<file path="config.mk">
export PLATFORM = sky130hd
export DESIGN_NAME = seg_bus_unit
export DESIGN_NICKNAME = d
export VERILOG_FILES = /design/src/rtl/seg_bus_pkg.sv /design/src/rtl/seg_select.sv /design/src/rtl/addr_gen.sv /design/src/rtl/bus_seq.sv /design/src/rtl/seg_bus_unit.sv
export SDC_FILE = /design/constraint.sdc
export NUM_CORES = 1
export LEC_CHECK = 0
export ABC_AREA = 1
export CORE_AREA = 4 4 115 117
export CTS_CLUSTER_SIZE = 8
export DETAILED_ROUTE_END_ITERATION = 10
export DIE_AREA = 0 0 119 121
export GPL_TIMING_DRIVEN = 0
export HOLD_SLACK_MARGIN = 0.15
export PLACE_DENSITY = 0.73
export SYNTH_ARGS = -nofsm -noshare
export SYNTH_HDL_FRONTEND = slang
export SYNTH_HIERARCHICAL = 1
export SYNTH_SLANG_ARGS = --single-unit
export TNS_END_PERCENT = 1
</file>
<file path="constraint.sdc">
create_clock -name clk -period 2.7 [get_ports clk]
set_input_delay 0.27 -clock clk [delete_from_list [all_inputs] [get_ports clk]]
set_output_delay 0.27 -clock clk [all_outputs]
set_load 0.01 [all_outputs]
</file>
<file path="src/rtl/seg_bus_pkg.sv">
package seg_bus_pkg;
  typedef enum logic [1:0] {
    CLS_FETCH  = 2'd0,
    CLS_STACK  = 2'd1,
    CLS_DATA   = 2'd2,
    CLS_STRDST = 2'd3
  } acc_class_e;

  typedef enum logic [1:0] {
    SEL_CODE  = 2'd0,
    SEL_STACK = 2'd1,
    SEL_DATA  = 2'd2,
    SEL_EXTRA = 2'd3
  } seg_sel_e;

  typedef enum logic [1:0] {
    ST_IDLE,
    ST_CYC1,
    ST_CYC2,
    ST_FIN
  } seq_state_e;
endpackage

</file>
<file path="src/rtl/seg_select.sv">
module seg_select
  import seg_bus_pkg::*;
#(
  parameter int SEG_W = 16
) (
  input  logic [1:0]       cls,
  input  logic             ovr_en,
  input  logic [1:0]       ovr_sel,
  input  logic [SEG_W-1:0] seg_cs,
  input  logic [SEG_W-1:0] seg_ss,
  input  logic [SEG_W-1:0] seg_ds,
  input  logic [SEG_W-1:0] seg_es,
  output logic [SEG_W-1:0] seg_out
);
  seg_sel_e dflt_sel;
  seg_sel_e pick;

  // class to default segment
  always_comb begin
    unique case (acc_class_e'(cls))
      CLS_FETCH:  dflt_sel = SEL_CODE;
      CLS_STACK:  dflt_sel = SEL_STACK;
      CLS_DATA:   dflt_sel = SEL_DATA;
      default:    dflt_sel = SEL_EXTRA;
    endcase
  end

  assign pick = ovr_en ? seg_sel_e'(ovr_sel) : dflt_sel;

  always_comb begin
    unique case (pick)
      SEL_CODE:  seg_out = seg_cs;
      SEL_STACK: seg_out = seg_ss;
      SEL_DATA:  seg_out = seg_ds;
      default:   seg_out = seg_es;
    endcase
  end
endmodule

</file>
<file path="src/rtl/addr_gen.sv">
module addr_gen #(
  parameter int SEG_W     = 16,
  parameter int OFS_W     = 16,
  parameter int SEG_SHIFT = 4,
  parameter int AW        = SEG_W + SEG_SHIFT,
  parameter logic [AW-1:0] BOOT_ADDR = '1
) (
  input  logic [SEG_W-1:0] seg,
  input  logic [OFS_W-1:0] offset,
  input  logic             boot_sel,
  output logic [AW-1:0]    phys
);
  localparam int OFS_PAD = AW - OFS_W;

  logic [AW-1:0] seg_base;
  logic [AW-1:0] ofs_ext;
  logic [AW-1:0] sum;

  assign seg_base = {seg, {SEG_SHIFT{1'b0}}};

  generate
    if (OFS_PAD > 0) begin : g_pad
      assign ofs_ext = {{OFS_PAD{1'b0}}, offset};
    end else begin : g_nopad
      assign ofs_ext = offset[AW-1:0];
    end
  endgenerate

  // AW-bit sum: the carry out falls off, so addresses wrap
  assign sum  = seg_base + ofs_ext;
  assign phys = boot_sel ? BOOT_ADDR : sum;
endmodule

</file>
<file path="src/rtl/bus_seq.sv">
module bus_seq
  import seg_bus_pkg::*;
#(
  parameter int AW = 20,
  parameter int DW = 16
) (
  input  logic          clk,
  input  logic          rst_n,
  input  logic          acc_valid,
  output logic          acc_ready,
  input  logic          acc_write,
  input  logic          acc_word,
  input  logic [AW-1:0] acc_addr,
  input  logic [DW-1:0] acc_wdata,
  output logic          mem_strobe,
  output logic          mem_we,
  output logic [AW-1:0] mem_addr,
  output logic          mem_be_even,
  output logic          mem_be_odd,
  output logic [DW-1:0] mem_wdata,
  input  logic [DW-1:0] mem_rdata,
  output logic          done,
  output logic [DW-1:0] rd_data
);
  localparam int LANE = DW / 2;

  seq_state_e    state_q;
  logic [AW-1:0] addr_q;
  logic          we_q;
  logic          word_q;
  logic [DW-1:0] wdata_q;
  logic [DW-1:0] rdat_q;
  logic          split;
  logic          wide;

  assign split = word_q & addr_q[0];
  assign wide  = word_q & ~addr_q[0];

  always_ff @(posedge clk or negedge rst_n) begin
    if (!rst_n) begin
      state_q <= ST_IDLE;
      addr_q  <= '0;
      we_q    <= 1'b0;
      word_q  <= 1'b0;
      wdata_q <= '0;
      rdat_q  <= '0;
    end else begin
      unique case (state_q)
        ST_IDLE: if (acc_valid) begin
          addr_q  <= acc_addr;
          we_q    <= acc_write;
          word_q  <= acc_word;
          wdata_q <= acc_wdata;
          state_q <= ST_CYC1;
        end
        ST_CYC1: begin
          if (wide)
            rdat_q <= mem_rdata;
          else if (addr_q[0])
            rdat_q <= {{LANE{1'b0}}, mem_rdata[DW-1:LANE]};
          else
            rdat_q <= {{LANE{1'b0}}, mem_rdata[LANE-1:0]};
          state_q <= split ? ST_CYC2 : ST_FIN;
        end
        ST_CYC2: begin
          rdat_q[DW-1:LANE] <= mem_rdata[LANE-1:0];
          state_q <= ST_FIN;
        end
        default: state_q <= ST_IDLE;
      endcase
    end
  end

  always_comb begin
    mem_strobe  = (state_q == ST_CYC1) || (state_q == ST_CYC2);
    mem_we      = mem_strobe & we_q;
    mem_addr    = (state_q == ST_CYC2) ? addr_q + AW'(1) : addr_q;
    mem_be_even = 1'b0;
    mem_be_odd  = 1'b0;
    mem_wdata   = '0;
    if (state_q == ST_CYC1) begin
      mem_be_even = wide | ~addr_q[0];
      mem_be_odd  = wide | addr_q[0];
      if (wide)
        mem_wdata = wdata_q;
      else if (addr_q[0])
        mem_wdata = {wdata_q[LANE-1:0], {LANE{1'b0}}};
      else
        mem_wdata = {{LANE{1'b0}}, wdata_q[LANE-1:0]};
    end else if (state_q == ST_CYC2) begin
      mem_be_even = 1'b1;
      mem_wdata   = {{LANE{1'b0}}, wdata_q[DW-1:LANE]};
    end
  end

  assign acc_ready = (state_q == ST_IDLE);
  assign done      = (state_q == ST_FIN);
  assign rd_data   = rdat_q;


  done_pulse_chk: assert property (@(posedge clk) disable iff (!rst_n)
    done |=> !done);


  split_tail_chk: assert property (@(posedge clk) disable iff (!rst_n)
    (mem_strobe && word_q && mem_be_odd && !mem_be_even)
      |=> (mem_strobe && mem_be_even && !mem_be_odd && mem_addr == $past(mem_addr) + AW'(1)));


  byte_bank_chk: assert property (@(posedge clk) disable iff (!rst_n)
    (mem_strobe && !word_q) |-> ($onehot({mem_be_even, mem_be_odd}) && mem_be_odd == mem_addr[0]));


  busy_block_chk: assert property (@(posedge clk) disable iff (!rst_n)
    mem_strobe |-> !acc_ready);


  even_word_chk: assert property (@(posedge clk) disable iff (!rst_n)
    (mem_strobe && word_q && mem_be_even && mem_be_odd) |=> (done && !mem_strobe));
endmodule

</file>
<file path="src/rtl/seg_bus_unit.sv">
module seg_bus_unit
  import seg_bus_pkg::*;
#(
  parameter int SEG_W     = 16,
  parameter int OFS_W     = 16,
  parameter int SEG_SHIFT = 4,
  parameter int DW        = 16,
  parameter logic [SEG_W+SEG_SHIFT-1:0] BOOT_ADDR = 'hFFFF0
) (
  input  logic                       clk,
  input  logic                       rst_n,
  input  logic                       req_valid,
  output logic                       req_ready,
  input  logic                       req_write,
  input  logic                       req_word,
  input  logic [1:0]                 req_class,
  input  logic                       req_ovr_en,
  input  logic [1:0]                 req_ovr_seg,
  input  logic [SEG_W-1:0]           seg_cs,
  input  logic [SEG_W-1:0]           seg_ss,
  input  logic [SEG_W-1:0]           seg_ds,
  input  logic [SEG_W-1:0]           seg_es,
  input  logic [OFS_W-1:0]           req_offset,
  input  logic [DW-1:0]              req_wdata,
  output logic                       mem_strobe,
  output logic                       mem_we,
  output logic [SEG_W+SEG_SHIFT-1:0] mem_addr,
  output logic                       mem_be_even,
  output logic                       mem_be_odd,
  output logic [DW-1:0]              mem_wdata,
  input  logic [DW-1:0]              mem_rdata,
  output logic                       done,
  output logic [DW-1:0]              rd_data
);
  localparam int AW = SEG_W + SEG_SHIFT;

  logic [SEG_W-1:0] seg_pick;
  logic [AW-1:0]    phys;
  logic             boot_pend_q;
  logic             boot_sel;
  logic             take;

  assign boot_sel = boot_pend_q && (acc_class_e'(req_class) == CLS_FETCH);
  assign take     = req_valid && req_ready;

  always_ff @(posedge clk or negedge rst_n) begin
    if (!rst_n)
      boot_pend_q <= 1'b1;
    else if (take && boot_sel)
      boot_pend_q <= 1'b0;
  end

  seg_select #(.SEG_W(SEG_W)) u_sel (
    .cls     (req_class),
    .ovr_en  (req_ovr_en),
    .ovr_sel (req_ovr_seg),
    .seg_cs  (seg_cs),
    .seg_ss  (seg_ss),
    .seg_ds  (seg_ds),
    .seg_es  (seg_es),
    .seg_out (seg_pick)
  );

  addr_gen #(
    .SEG_W(SEG_W), .OFS_W(OFS_W), .SEG_SHIFT(SEG_SHIFT), .AW(AW), .BOOT_ADDR(BOOT_ADDR)
  ) u_agen (
    .seg      (seg_pick),
    .offset   (req_offset),
    .boot_sel (boot_sel),
    .phys     (phys)
  );

  bus_seq #(.AW(AW), .DW(DW)) u_seq (
    .clk         (clk),
    .rst_n       (rst_n),
    .acc_valid   (req_valid),
    .acc_ready   (req_ready),
    .acc_write   (req_write),
    .acc_word    (req_word),
    .acc_addr    (phys),
    .acc_wdata   (req_wdata),
    .mem_strobe  (mem_strobe),
    .mem_we      (mem_we),
    .mem_addr    (mem_addr),
    .mem_be_even (mem_be_even),
    .mem_be_odd  (mem_be_odd),
    .mem_wdata   (mem_wdata),
    .mem_rdata   (mem_rdata),
    .done        (done),
    .rd_data     (rd_data)
  );


  boot_once_chk: assert property (@(posedge clk) disable iff (!rst_n)
    (take && boot_sel) |=> !boot_pend_q);
endmodule

</file>
==> impl_metrics.toml, run 1 <==
[pwr]
leakagePower_nw = 3.35
irDropWorstVdd_v = 0.000371
pwr_density_cell_nw_per_um2 = 944
comb_pwr_share = 0.589
clkPwrFrac = 0.166
p_switching_mw = 2.83
p_int_mw = 3.96
post-layout-total-power_mw = 6.79
sw_frac_of_total = 0.417
seq_power_share = 0.245

[clocking]
cts_sinks = 57
cts_root_buf = "sky130_fd_sc_hd__clkbuf_16"
clk_pin_slew_ns = 0.05
cts-buffers-inserted = 9
clk-insertion-delay-late_ns = 0.33
tritoncts = "done"
htreeDepth = 3
cts_buffer_depth = 2

[die]
core_um2 = 12400
chip_width_um = 119
die_area_um2 = 14400
floorplan.initialDensity = 0.387
dieHeight_um = 121
placement_rows = 41
io_pins = 180

[yosys]
synth.cell_area_um2 = 4790
synth.yosys.warnings = 6
yosys-top-cells-area = "sky130_fd_sc_hd__dfrtp_1 29%, sky130_fd_sc_hd__nand2_1 14%, sky130_fd_sc_hd__nand3_1 10%"
yosysMostFrequentCell = "sky130_fd_sc_hd__nand2_1"
synth-async-reset-ratio = 1.00
synth_sequential_area_ratio = 0.298
synthTopCellsByCount = "183 x sky130_fd_sc_hd__nand2_1, 100 x sky130_fd_sc_hd__nand3_1, 77 x sky130_fd_sc_hd__inv_1"
yosys.cell_types.count = 38
synth-edff-count = 0
avgSynthCellArea_um2 = 6.86
post-synth-top-area-fraction = 0.293
synth_nets = 838
synth-main-ff-cell = "sky130_fd_sc_hd__dfrtp_1"
synth_top_area_cell = "sky130_fd_sc_hd__dfrtp_1"
synth-seq-cells = 57
netlist_instances = 698

[sta]
clock-skew-final_ns = 0.00368
finalHoldViolCount = 0
slew_headroom = 0.396
grt_setup_unrepaired = "yes"
setup-violations-final = 0
worst-slew-pin-transition_ns = 0.899
period_utilisation_layout = 0.965
timing.final.crit_period_ns = 2.60
timing_max_transition_violations_final = 0
timing.fmax_mhz = 384
timing.setup.tns_ns = 0

[routing]
drtAntennaViolNets = 0
wl_per_cell_um = 14.6
detailedRoute.firstPassIterationCount = 6
vias = 5344
wirelength_mm = 15.6
drt_first_iter_violations = 388
avgViaCountPerCell = 5.01
route.detailed.drc = 0

[setup_path]
worst_setup_path_end_kind = "register"
critPathLaunchType = "input port"
r2r_cells = 7
path_max_fanout = 10
cp_data_arrival_time_ns = 2.81
crit_type = "in2reg"
worst_ep_required_time_ns = 2.91

[cells_and_area]
fill_cells = 1184
post-route-util = 0.582
finish.instance_area_um2 = 7190
nNetsFinal = 1031
antenna-diode-count = 0
syn_to_final_growth_pct = 50.2
share_of_layout_cells_above_drive_strength_1 = 0.128

[placed_design]
postPlaceCellArea_um2 = 6810
detailed_place_hpwl_mm = 12.5
place_congestion = 0.881
io_buffers = 179

[global_route]
grt_start_max_net_pins = 38
via_count_of_the_first_global_routing_pass = 5088
grt-ovfl-total = 0
grtUsageTotal = 0.215
antenna_found_initial = 0
global_route_wire_length_before_repair_mm = 24.5

[min_path]
min-delay-path-class = "in2reg"
depth_of_the_worst_hold_timing_path = 3

[run]
drv_cap = 0

[outcome]
run_status = "finished, final reports clean"
==> registers in the layout (all words and copies together), names as in the netlist <==
name,count
u_seq/wdata_q,16
u_seq/we_q,1
u_seq/word_q,1
boot_pend_q,1
u_seq/rd_data,16
u_seq/state_q,2
u_seq/addr_q,20
==> path summary, 6_finish.rpt <==
path                       slack [ns]                            end                     from
setup reg to reg                 0.47   u_seq/addr_q[14]$_DFFE_PN0P_  boot_pend_q$_DFFE_PN1P_
max in group asynchronous        1.61        boot_pend_q$_DFFE_PN1P_                    rst_n
hold / removal                   0.37        boot_pend_q$_DFFE_PN1P_             req_class[0]
hold reg to reg                  0.46        boot_pend_q$_DFFE_PN1P_  boot_pend_q$_DFFE_PN1P_
setup / recovery                  0.1   u_seq/addr_q[12]$_DFFE_PN0P_           req_ovr_seg[1]
min in group asynchronous        0.45  u_seq/wdata_q[12]$_DFFE_PN0P_                    rst_n
==> placed cells by master, fill, tap and decap left out, types with 25 or more instances in the layout <==
| cell | Yosys | layout |
|---|---|---|
| sky130_fd_sc_hd__nand2_1 | 183 | 177 |
| sky130_fd_sc_hd__clkdlybuf4s50_1 | 0 | 174 |
| sky130_fd_sc_hd__nand3_1 | 100 | 99 |
| sky130_fd_sc_hd__inv_1 | 77 | 77 |
| sky130_fd_sc_hd__nor2_1 | 62 | 60 |
| sky130_fd_sc_hd__dfrtp_1 | 56 | 56 |
| sky130_fd_sc_hd__a21oi_1 | 44 | 44 |
| sky130_fd_sc_hd__mux2_2 | 27 | 27 |
| sky130_fd_sc_hd__o21ai_0 | 26 | 26 |
| sky130_fd_sc_hd__nand4_1 | 25 | 25 |
==> logic make-up (layout without fill, tap and decap cells) <==
kind of cell	Yosys count	count (layout)	share of synthesized area
and+or+nand+nor	407	407	0.395
buffers and inverters	110	307	0.104
AOI/OAI and AO/OA	71	71	0.0745
DFF	57	57	0.298
muxes	27	27	0.0635
adders and majority gates	18	18	0.0486
xor gates and xnor gates	8	8	0.0162
==> metal layers <==
layer	up-vias	wire, µm	global-route usage
met4	0	447	0.0862
met2	260	7470	0.379
met1	2380	6170	0.241
li1	2674	-	-
met3	30	1510	0.0685
met5	-	0	0
==> power by group through the flow <==
stage	Combinational (mW)	Sequential (mW)	Clock, mW
2_1_floorplan	2.24	1.65	0
3_3_place_gp	3.90	1.66	0
3_5_place_dp	3.96	1.67	0
4_1_cts	3.98	1.66	1.16
5_1_grt	4.38	1.73	1.20
6_report	3.99	1.66	1.13
==> through the flow <==
| stage | cells | hold slack, ns | setup slack (ns) |
|---|---|---|---|
| 6_report | 1067 | 0.374 | 0.0958 |
| 4_1_cts | 1066 | 0.367 | 0.0119 |
| 3_3_place_gp | 1049 | 0.450 | -0.514 |
| 2_1_floorplan | 698 | -0.0256 | 0.397 |
| 3_5_place_dp | 1050 | 0.264 | -0.539 |
| 5_1_grt | 1067 | 0.404 | -0.0454 |
==> repair_timing <==
action                                 CTS  global route
setup buffers                            0             1
hold buffers                             1             0
pin swaps                                0             4
setup endpoints to repair                6            10
endpoints found under the hold margin   20             0
gates resized for setup                  6            15
==> critical path, cell delays in order <==
cell	delay [ns]
sky130_fd_sc_hd__clkdlybuf4s50_1	0.42
sky130_fd_sc_hd__nand2_1	0.07
sky130_fd_sc_hd__nand2_1	0.07
sky130_fd_sc_hd__buf_6	0.15
sky130_fd_sc_hd__buf_6	0.14
sky130_fd_sc_hd__nand3_1	0.08
sky130_fd_sc_hd__nand4_1	0.12
sky130_fd_sc_hd__ha_2	0.23
sky130_fd_sc_hd__fa_2	0.40
sky130_fd_sc_hd__nand2_2	0.09
sky130_fd_sc_hd__nand2_2	0.07
sky130_fd_sc_hd__and2_4	0.15
sky130_fd_sc_hd__nand2_1	0.07
sky130_fd_sc_hd__nand3_1	0.06
sky130_fd_sc_hd__nand2_1	0.06
sky130_fd_sc_hd__nand3_1	0.07
sky130_fd_sc_hd__mux2_2	0.28
==> layout make-up <==
| type | instances | area, µm² | share of cell area |
|---|---|---|---|
| multi-input cells | 531 | 2920 | 0.407 |
| repair buffers | 182 | 1820 | 0.254 |
| flip-flops and latches | 57 | 1430 | 0.199 |
| inverters | 80 | 303 | 0.0421 |
| clock buffers | 12 | 256 | 0.0357 |
| well taps | 172 | 215 | 0.0299 |
| plain buffers | 30 | 200 | 0.0278 |
| clock inverters | 3 | 40.0 | 0.00557 |
Power figures use the tool's default switching activity.
==> inputs of run 2 (changes only) <==
--- a/config.mk
+++ b/config.mk
@@ -7,12 +7,12 @@
 export LEC_CHECK = 0
 export ABC_AREA = 1
 export CORE_AREA = 4 4 115 117
-export CTS_CLUSTER_SIZE = 8
+export CTS_CLUSTER_SIZE = 28
 export DETAILED_ROUTE_END_ITERATION = 10
 export DIE_AREA = 0 0 119 121
 export GPL_TIMING_DRIVEN = 0
 export HOLD_SLACK_MARGIN = 0.15
-export PLACE_DENSITY = 0.73
+export PLACE_DENSITY = 0.72
 export SYNTH_ARGS = -nofsm -noshare
 export SYNTH_HDL_FRONTEND = slang
 export SYNTH_HIERARCHICAL = 1
==> run 2 against run 1 <==
Flip-flop and latch count did not move. Worst hold slack got worse by 0.094 ns. Setup slack improved by 0.024 ns. First-iteration DRC count fell by 12%. Critical endpoint unchanged. Highest routed layer unchanged.
==> impl_metrics.toml, run 2 (synthesis gave the netlist of run 1 again) <==
[outcome]
run_status = "finished, final reports clean"

[die]
floorplan.initialDensity = 0.387
die_area_um2 = 14400
dieHeight_um = 121
core_um2 = 12400
chip_width_um = 119
io_pins = 180
placement_rows = 41

[sta]
setup-violations-final = 0
grt_setup_unrepaired = "yes"
finalHoldViolCount = 0
slew_headroom = 0.342
worst-slew-pin-transition_ns = 0.979
clock-skew-final_ns = 0.00372
timing.final.crit_period_ns = 2.58
hold_ws_ns = 0.280
timing_max_transition_violations_final = 0
worst_slack_ns = 0.120
period_utilisation_layout = 0.956
timing.fmax_mhz = 388

[setup_path]
cp_data_arrival_time_ns = 2.79
worst_ep_required_time_ns = 2.91
worst_setup_path_end_kind = "register"
critPathLaunchType = "input port"
critical_path.max_stage_delay_ns = 0.42
crit_path_top_delay_cell = "sky130_fd_sc_hd__clkdlybuf4s50_1"
timing.critical_path.mode_cell = "sky130_fd_sc_hd__nand2_2"
crit_type = "in2reg"
critPathBufInv = 3
cpLargestDelayFamily = "simple AND/OR/NAND/NOR gates"
path_max_fanout = 10
critical_path.cell_chain = "clkdlybuf4s50_1 > nand2_1 > nand2_2 > buf_6 > buf_8 > nand3_1 > nand4_1 > ha_2 > fa_2 > nand2_2 > nand2_2 > and2_4 > nand2_2 > nand3_1 > nand2_1 > nand3_1 > mux2_2"

[routing]
drtAntennaViolNets = 0
wirelength_mm = 15.8
drt_first_iter_violations = 341
vias = 5289
wl_per_cell_um = 14.7
detailedRoute.firstPassIterationCount = 4
avgViaCountPerCell = 4.94
route.detailed.drc = 0

[pwr]
pwr_density_cell_nw_per_um2 = 951
p_int_mw = 4.06
seq_power_share = 0.240
sw_frac_of_total = 0.412
clkPwrFrac = 0.181
comb_pwr_share = 0.580
irDropWorstVdd_v = 0.000384
leakagePower_nw = 3.40
p_switching_mw = 2.85

[global_route]
grtUsageTotal = 0.224
grt-ovfl-total = 0
global_route_wire_length_before_repair_mm = 25.5
via_count_of_the_first_global_routing_pass = 5279
antenna_found_initial = 0
use_met1 = 0.250
groute.layer.met2.usage = 0.403
grt_met3_usage = 0.0662
busiest_layer = "met2"
grt_start_max_net_pins = 33

[placed_design]
io_buffers = 179
place_congestion = 0.871
place_ws_ns = -0.530
detailed_place_hpwl_mm = 12.6
postPlaceCellArea_um2 = 6810
dpl.cell_count = 1050

[cells_and_area]
stdcell_count = 1070
antenna-diode-count = 0
share_of_layout_cells_above_drive_strength_1 = 0.139
syn_to_final_growth_pct = 51.9
post-route-util = 0.588
finish.instance_area_um2 = 7270
nNetsFinal = 1033
largest_register_ffs = 20
commonest_non_fill_non_tap_cells_in_the_layout = "173 x sky130_fd_sc_hd__nand2_1, 173 x sky130_fd_sc_hd__clkdlybuf4s50_1, 97 x sky130_fd_sc_hd__nand3_1, 77 x sky130_fd_sc_hd__inv_1, 60 x sky130_fd_sc_hd__nor2_1"
largest_register = "u_seq/addr_q"

[clocking]
cts_buffer_depth = 2
tritoncts = "done"
clk-insertion-delay-late_ns = 0.33
cts-buffers-inserted = 9
cts_root_buf = "sky130_fd_sc_hd__clkbuf_16"
clk_pin_slew_ns = 0.05
htreeDepth = 3
cts_sinks = 57

[min_path]
min-delay-path-class = "in2reg"

[run]
drv_cap = 0
[run 2: cell types whose count changed in the layout (fill, tap and decap cells not counted), moves of 2 or more]
cell / previous run / this run
sky130_fd_sc_hd__nand3_1: 99 / 97
sky130_fd_sc_hd__nand2_1: 177 / 173
sky130_fd_sc_hd__nand2_2: 11 / 15
sky130_fd_sc_hd__dlymetal6s2s_1: 1 / 3
sky130_fd_sc_hd__nand3_2: 2 / 4
[run 2: stage by stage]
step                setup TNS, ns  power [mW]
finish                          0        6.91
global route              -0.0434        7.47
floorplan                       0        3.89
CTS                             0        6.92
detailed placement          -4.07        5.63
global placement           -32.40        5.57
[run 2: worst paths after layout]
kind	cells past startpoint	from	end	slack (ns)
worst max-delay path	17	req_ovr_seg[1]	u_seq/addr_q[12]$_DFFE_PN0P_	0.12
worst min-delay path	3	req_class[1]	boot_pend_q$_DFFE_PN1P_	0.28
worst max register to register	7	boot_pend_q$_DFFE_PN1P_	u_seq/addr_q[14]$_DFFE_PN0P_	0.33
worst min register to register	2	boot_pend_q$_DFFE_PN1P_	boot_pend_q$_DFFE_PN1P_	0.46
max in group asynchronous	3	rst_n	boot_pend_q$_DFFE_PN1P_	1.54
min in group asynchronous	2	rst_n	u_seq/wdata_q[4]$_DFFE_PN0P_	0.50
[run 2: tightest hold or removal path, cell delays in order]
cell,delay [ns]
sky130_fd_sc_hd__dlymetal6s2s_1,0.15
sky130_fd_sc_hd__nor2_1,0.11
sky130_fd_sc_hd__a21oi_1,0.07
[run 2: per-layer routing]
layer	wire length [µm]	vias up	part of all wire
met3	1280	23	0.081
met5	0	-	0
met2	7840	236	0.50
met4	311	0	0.020
met1	6320	2355	0.40
li1	-	2675	-
[run 2: what timing repair did]
| action | 4_1_cts | 5_1_grt |
|---|---|---|
| hold buffers | 1 | 0 |
| gates resized for setup | 5 | 27 |
| pin swaps | 0 | 7 |
| setup endpoints to repair | 6 | 13 |
| setup buffers | 0 | 3 |
| hold endpoints to repair | 25 | 0 |
[run 2: layout make-up]
class | count | area [µm²]
inverters | 80 | 303
well taps | 172 | 215
repair buffers | 184 | 1840
clock buffers | 11 | 253
clock inverters | 5 | 77.6
fillers | 1161 | 5090
plain buffers | 30 | 210
multi-input cells | 531 | 2940
flip-flops and latches | 57 | 1430
[run 2: power groups by stage]
stage               logic (mW)  registers, mW  clock network, mW
floorplan                 2.24           1.65                  0
global placement          3.93           1.65                  0
detailed placement        3.97           1.66                  0
CTS                       3.99           1.65               1.28
global route              4.43           1.73               1.32
finish                    4.01           1.66               1.25
==> inputs of run 3 (changes only) <==
--- a/config.mk
+++ b/config.mk
@@ -13,6 +13,7 @@
 export GPL_TIMING_DRIVEN = 0
 export HOLD_SLACK_MARGIN = 0.15
 export PLACE_DENSITY = 0.72
+export RECOVER_POWER = 50
 export SYNTH_ARGS = -nofsm -noshare
 export SYNTH_HDL_FRONTEND = slang
 export SYNTH_HIERARCHICAL = 1
==> run 3 against run 2 <==
The flow now finishes with violations (max-capacitance violations, max-slew violations). Combinational power fell by 1%. Count of clock-buffer cells in the layout did not move. Via count fell by 0.42%. Clock power barely moved. Clock skew barely moved. Global-route usage did not move. Non-clock buffer count did not move. Die area did not move. Sequential share of layout area barely moved. Critical path type unchanged. Largest cell class unchanged.
==> impl_metrics.toml, run 3 (synthesis gave the netlist of run 1 again) <==
[clocking]
clk-insertion-delay-late_ns = 0.33
cts_buffer_depth = 2
htreeDepth = 3
cts_root_buf = "sky130_fd_sc_hd__clkbuf_16"
cts_sinks = 57
clk_pin_slew_ns = 0.05
tritoncts = "done"
cts-buffers-inserted = 9

[setup_path]
cp-startpoint = "req_ovr_seg[1]"
r2r_start = "boot_pend_q$_DFFE_PN1P_"
crit-reg2reg-capture = "u_seq/addr_q[14]$_DFFE_PN0P_"
cp-endpoint = "u_seq/addr_q[12]$_DFFE_PN0P_"
cp_data_arrival_time_ns = 2.79
crit_type = "in2reg"
worst_setup_path_end_kind = "register"
worst_ep_required_time_ns = 2.91
critPathLaunchType = "input port"
path_max_fanout = 10
r2r_cells = 7
ff2ff_setup_slack_ns = 0.33

[global_route]
grt_met3_usage = 0.0662
via_count_of_the_first_global_routing_pass = 5279
global_route_wire_length_before_repair_mm = 25.5
antenna_found_initial = 0
busiest_layer = "met2"
grtUsageTotal = 0.224
use_met1 = 0.250
groute.layer.met2.usage = 0.403
grt_start_max_net_pins = 33
grt-ovfl-total = 0

[routing]
avgViaCountPerCell = 4.92
wl_per_cell_um = 14.7
drtAntennaViolNets = 0
route.detailed.drc = 0
wirelength_mm = 15.8
drt_first_iter_violations = 345
detailedRoute.firstPassIterationCount = 5
vias = 5267

[pwr]
comb_pwr_share = 0.578
leakagePower_nw = 3.41
clkPwrFrac = 0.182
p_switching_mw = 2.85
seq_power_share = 0.240
p_int_mw = 4.02
post-layout-total-power_mw = 6.87
pwr_density_cell_nw_per_um2 = 945
sw_frac_of_total = 0.415
irDropWorstVdd_v = 0.000384

[cells_and_area]
multiInputGateArea_um2 = 2940
seq_area_um2 = 1430
finish.instance_area_um2 = 7270
mostFrequentLayoutCell = "sky130_fd_sc_hd__nand2_1"
syn_to_final_growth_pct = 51.9
nNetsFinal = 1033
fill_cells = 1161
largest_register = "u_seq/addr_q"
share_of_layout_cells_above_drive_strength_1 = 0.138
antenna-diode-count = 0
largest_register_ffs = 20
commonest_non_fill_non_tap_cells_in_the_layout = "173 x sky130_fd_sc_hd__nand2_1, 157 x sky130_fd_sc_hd__clkdlybuf4s50_1, 97 x sky130_fd_sc_hd__nand3_1, 77 x sky130_fd_sc_hd__inv_1, 60 x sky130_fd_sc_hd__nor2_1"

[die]
dieHeight_um = 121
core_um2 = 12400
placement_rows = 41
io_pins = 180
chip_width_um = 119
die_area_um2 = 14400
floorplan.initialDensity = 0.387

[sta]
slew_headroom = -0.000915
timing.final.crit_period_ns = 2.58
timing_max_transition_violations_final = 25
clock-skew-final_ns = 0.00418
setup-violations-final = 0
worst_slack_ns = 0.120
hold_ws_ns = 0.280
timing.setup.tns_ns = 0
timing.fmax_mhz = 388
grt_setup_unrepaired = "yes"
finalHoldViolCount = 0
period_utilisation_layout = 0.956
worst-slew-pin-transition_ns = 1.50

[placed_design]
postPlaceCellArea_um2 = 6810
detailed_place_hpwl_mm = 12.6
place_ws_ns = -0.530
place_congestion = 0.871
io_buffers = 179

[outcome]
run_status = "finished, violations left"
violations = "max-capacitance violations, max-slew violations"

[min_path]
min-delay-path-class = "in2reg"

[run]
drv_cap = 1
[run 3: cell count changes in the layout (fill, tap and decap cells not counted), sizes merged]
cell,previous run,this run
clkdlybuf4s50,173,157
dlygate4sd3,1,17
buf,31,30
clkbuf,15,16
[run 3: final cells by class]
type / instances / share of cell area
Timing Repair Buffer: 184 / 0.254
Sequential cell: 57 / 0.196
Tap cell: 172 / 0.0296
Clock inverter: 5 / 0.0107
Buffer: 30 / 0.0289
Multi-Input combinational cell: 531 / 0.404
Clock buffer: 11 / 0.0348
Inverter: 80 / 0.0417
[run 3: what timing repair did]
| action | 4_1_cts | 5_1_grt |
|---|---|---|
| setup endpoints to repair | 6 | 13 |
| hold buffers | 1 | 0 |
| pin swaps | 0 | 7 |
| buffers inserted | 0 | 3 |
| endpoints found under the hold margin | 25 | 0 |
| resized for setup | 5 | 27 |
[run 3: routing by layer]
| layer | up-vias | wire length [µm] |
|---|---|---|
| met3 | 21 | 1340 |
| li1 | 2678 | - |
| met5 | - | 0 |
| met2 | 229 | 7830 |
| met4 | 0 | 311 |
| met1 | 2339 | 6270 |
[run 3: worst min-delay path by stage]
stage	slack [ns]	to	startpoint	cells after the start
floorplan	-0.03	u_seq/addr_q[0]$_DFFE_PN0P_	rst_n	0
CTS	0.37	boot_pend_q$_DFFE_PN1P_	req_class[0]	3
global placement	0.45	boot_pend_q$_DFFE_PN1P_	boot_pend_q$_DFFE_PN1P_	2
detailed placement	0.32	u_seq/wdata_q[12]$_DFFE_PN0P_	rst_n	1
global route	0.33	boot_pend_q$_DFFE_PN1P_	req_class[1]	3
finish	0.28	boot_pend_q$_DFFE_PN1P_	req_class[1]	3
[run 3: metrics by stage]
step / std cells / util
2_1_floorplan: 698 / -
3_3_place_gp: 1049 / 0.549
3_5_place_dp: 1050 / 0.551
4_1_cts: 1067 / 0.579
5_1_grt: 1070 / 0.588
6_report: 1070 / 0.588
[run 3: power groups by stage]
| stage | Sequential [mW] | Combinational (mW) | Clock [mW] |
|---|---|---|---|
| finish | 1.65 | 3.97 | 1.25 |
| global placement | 1.65 | 3.93 | 0 |
| floorplan | 1.65 | 2.24 | 0 |
| detailed placement | 1.66 | 3.97 | 0 |
| global route | 1.72 | 4.38 | 1.32 |
| CTS | 1.65 | 3.99 | 1.28 |
[run 3: worst max-delay path: stages]
cell and delay (ns):
sky130_fd_sc_hd__clkdlybuf4s50_1 0.42, sky130_fd_sc_hd__nand2_1 0.08, sky130_fd_sc_hd__nand2_2 0.06, sky130_fd_sc_hd__buf_6 0.15, sky130_fd_sc_hd__buf_8 0.14, sky130_fd_sc_hd__nand3_1 0.07
sky130_fd_sc_hd__nand4_1 0.13, sky130_fd_sc_hd__ha_2 0.23, sky130_fd_sc_hd__fa_2 0.39, sky130_fd_sc_hd__nand2_2 0.08, sky130_fd_sc_hd__nand2_2 0.06, sky130_fd_sc_hd__and2_4 0.16
sky130_fd_sc_hd__nand2_2 0.06, sky130_fd_sc_hd__nand3_1 0.07, sky130_fd_sc_hd__nand2_1 0.07, sky130_fd_sc_hd__nand3_1 0.07, sky130_fd_sc_hd__mux2_2 0.28
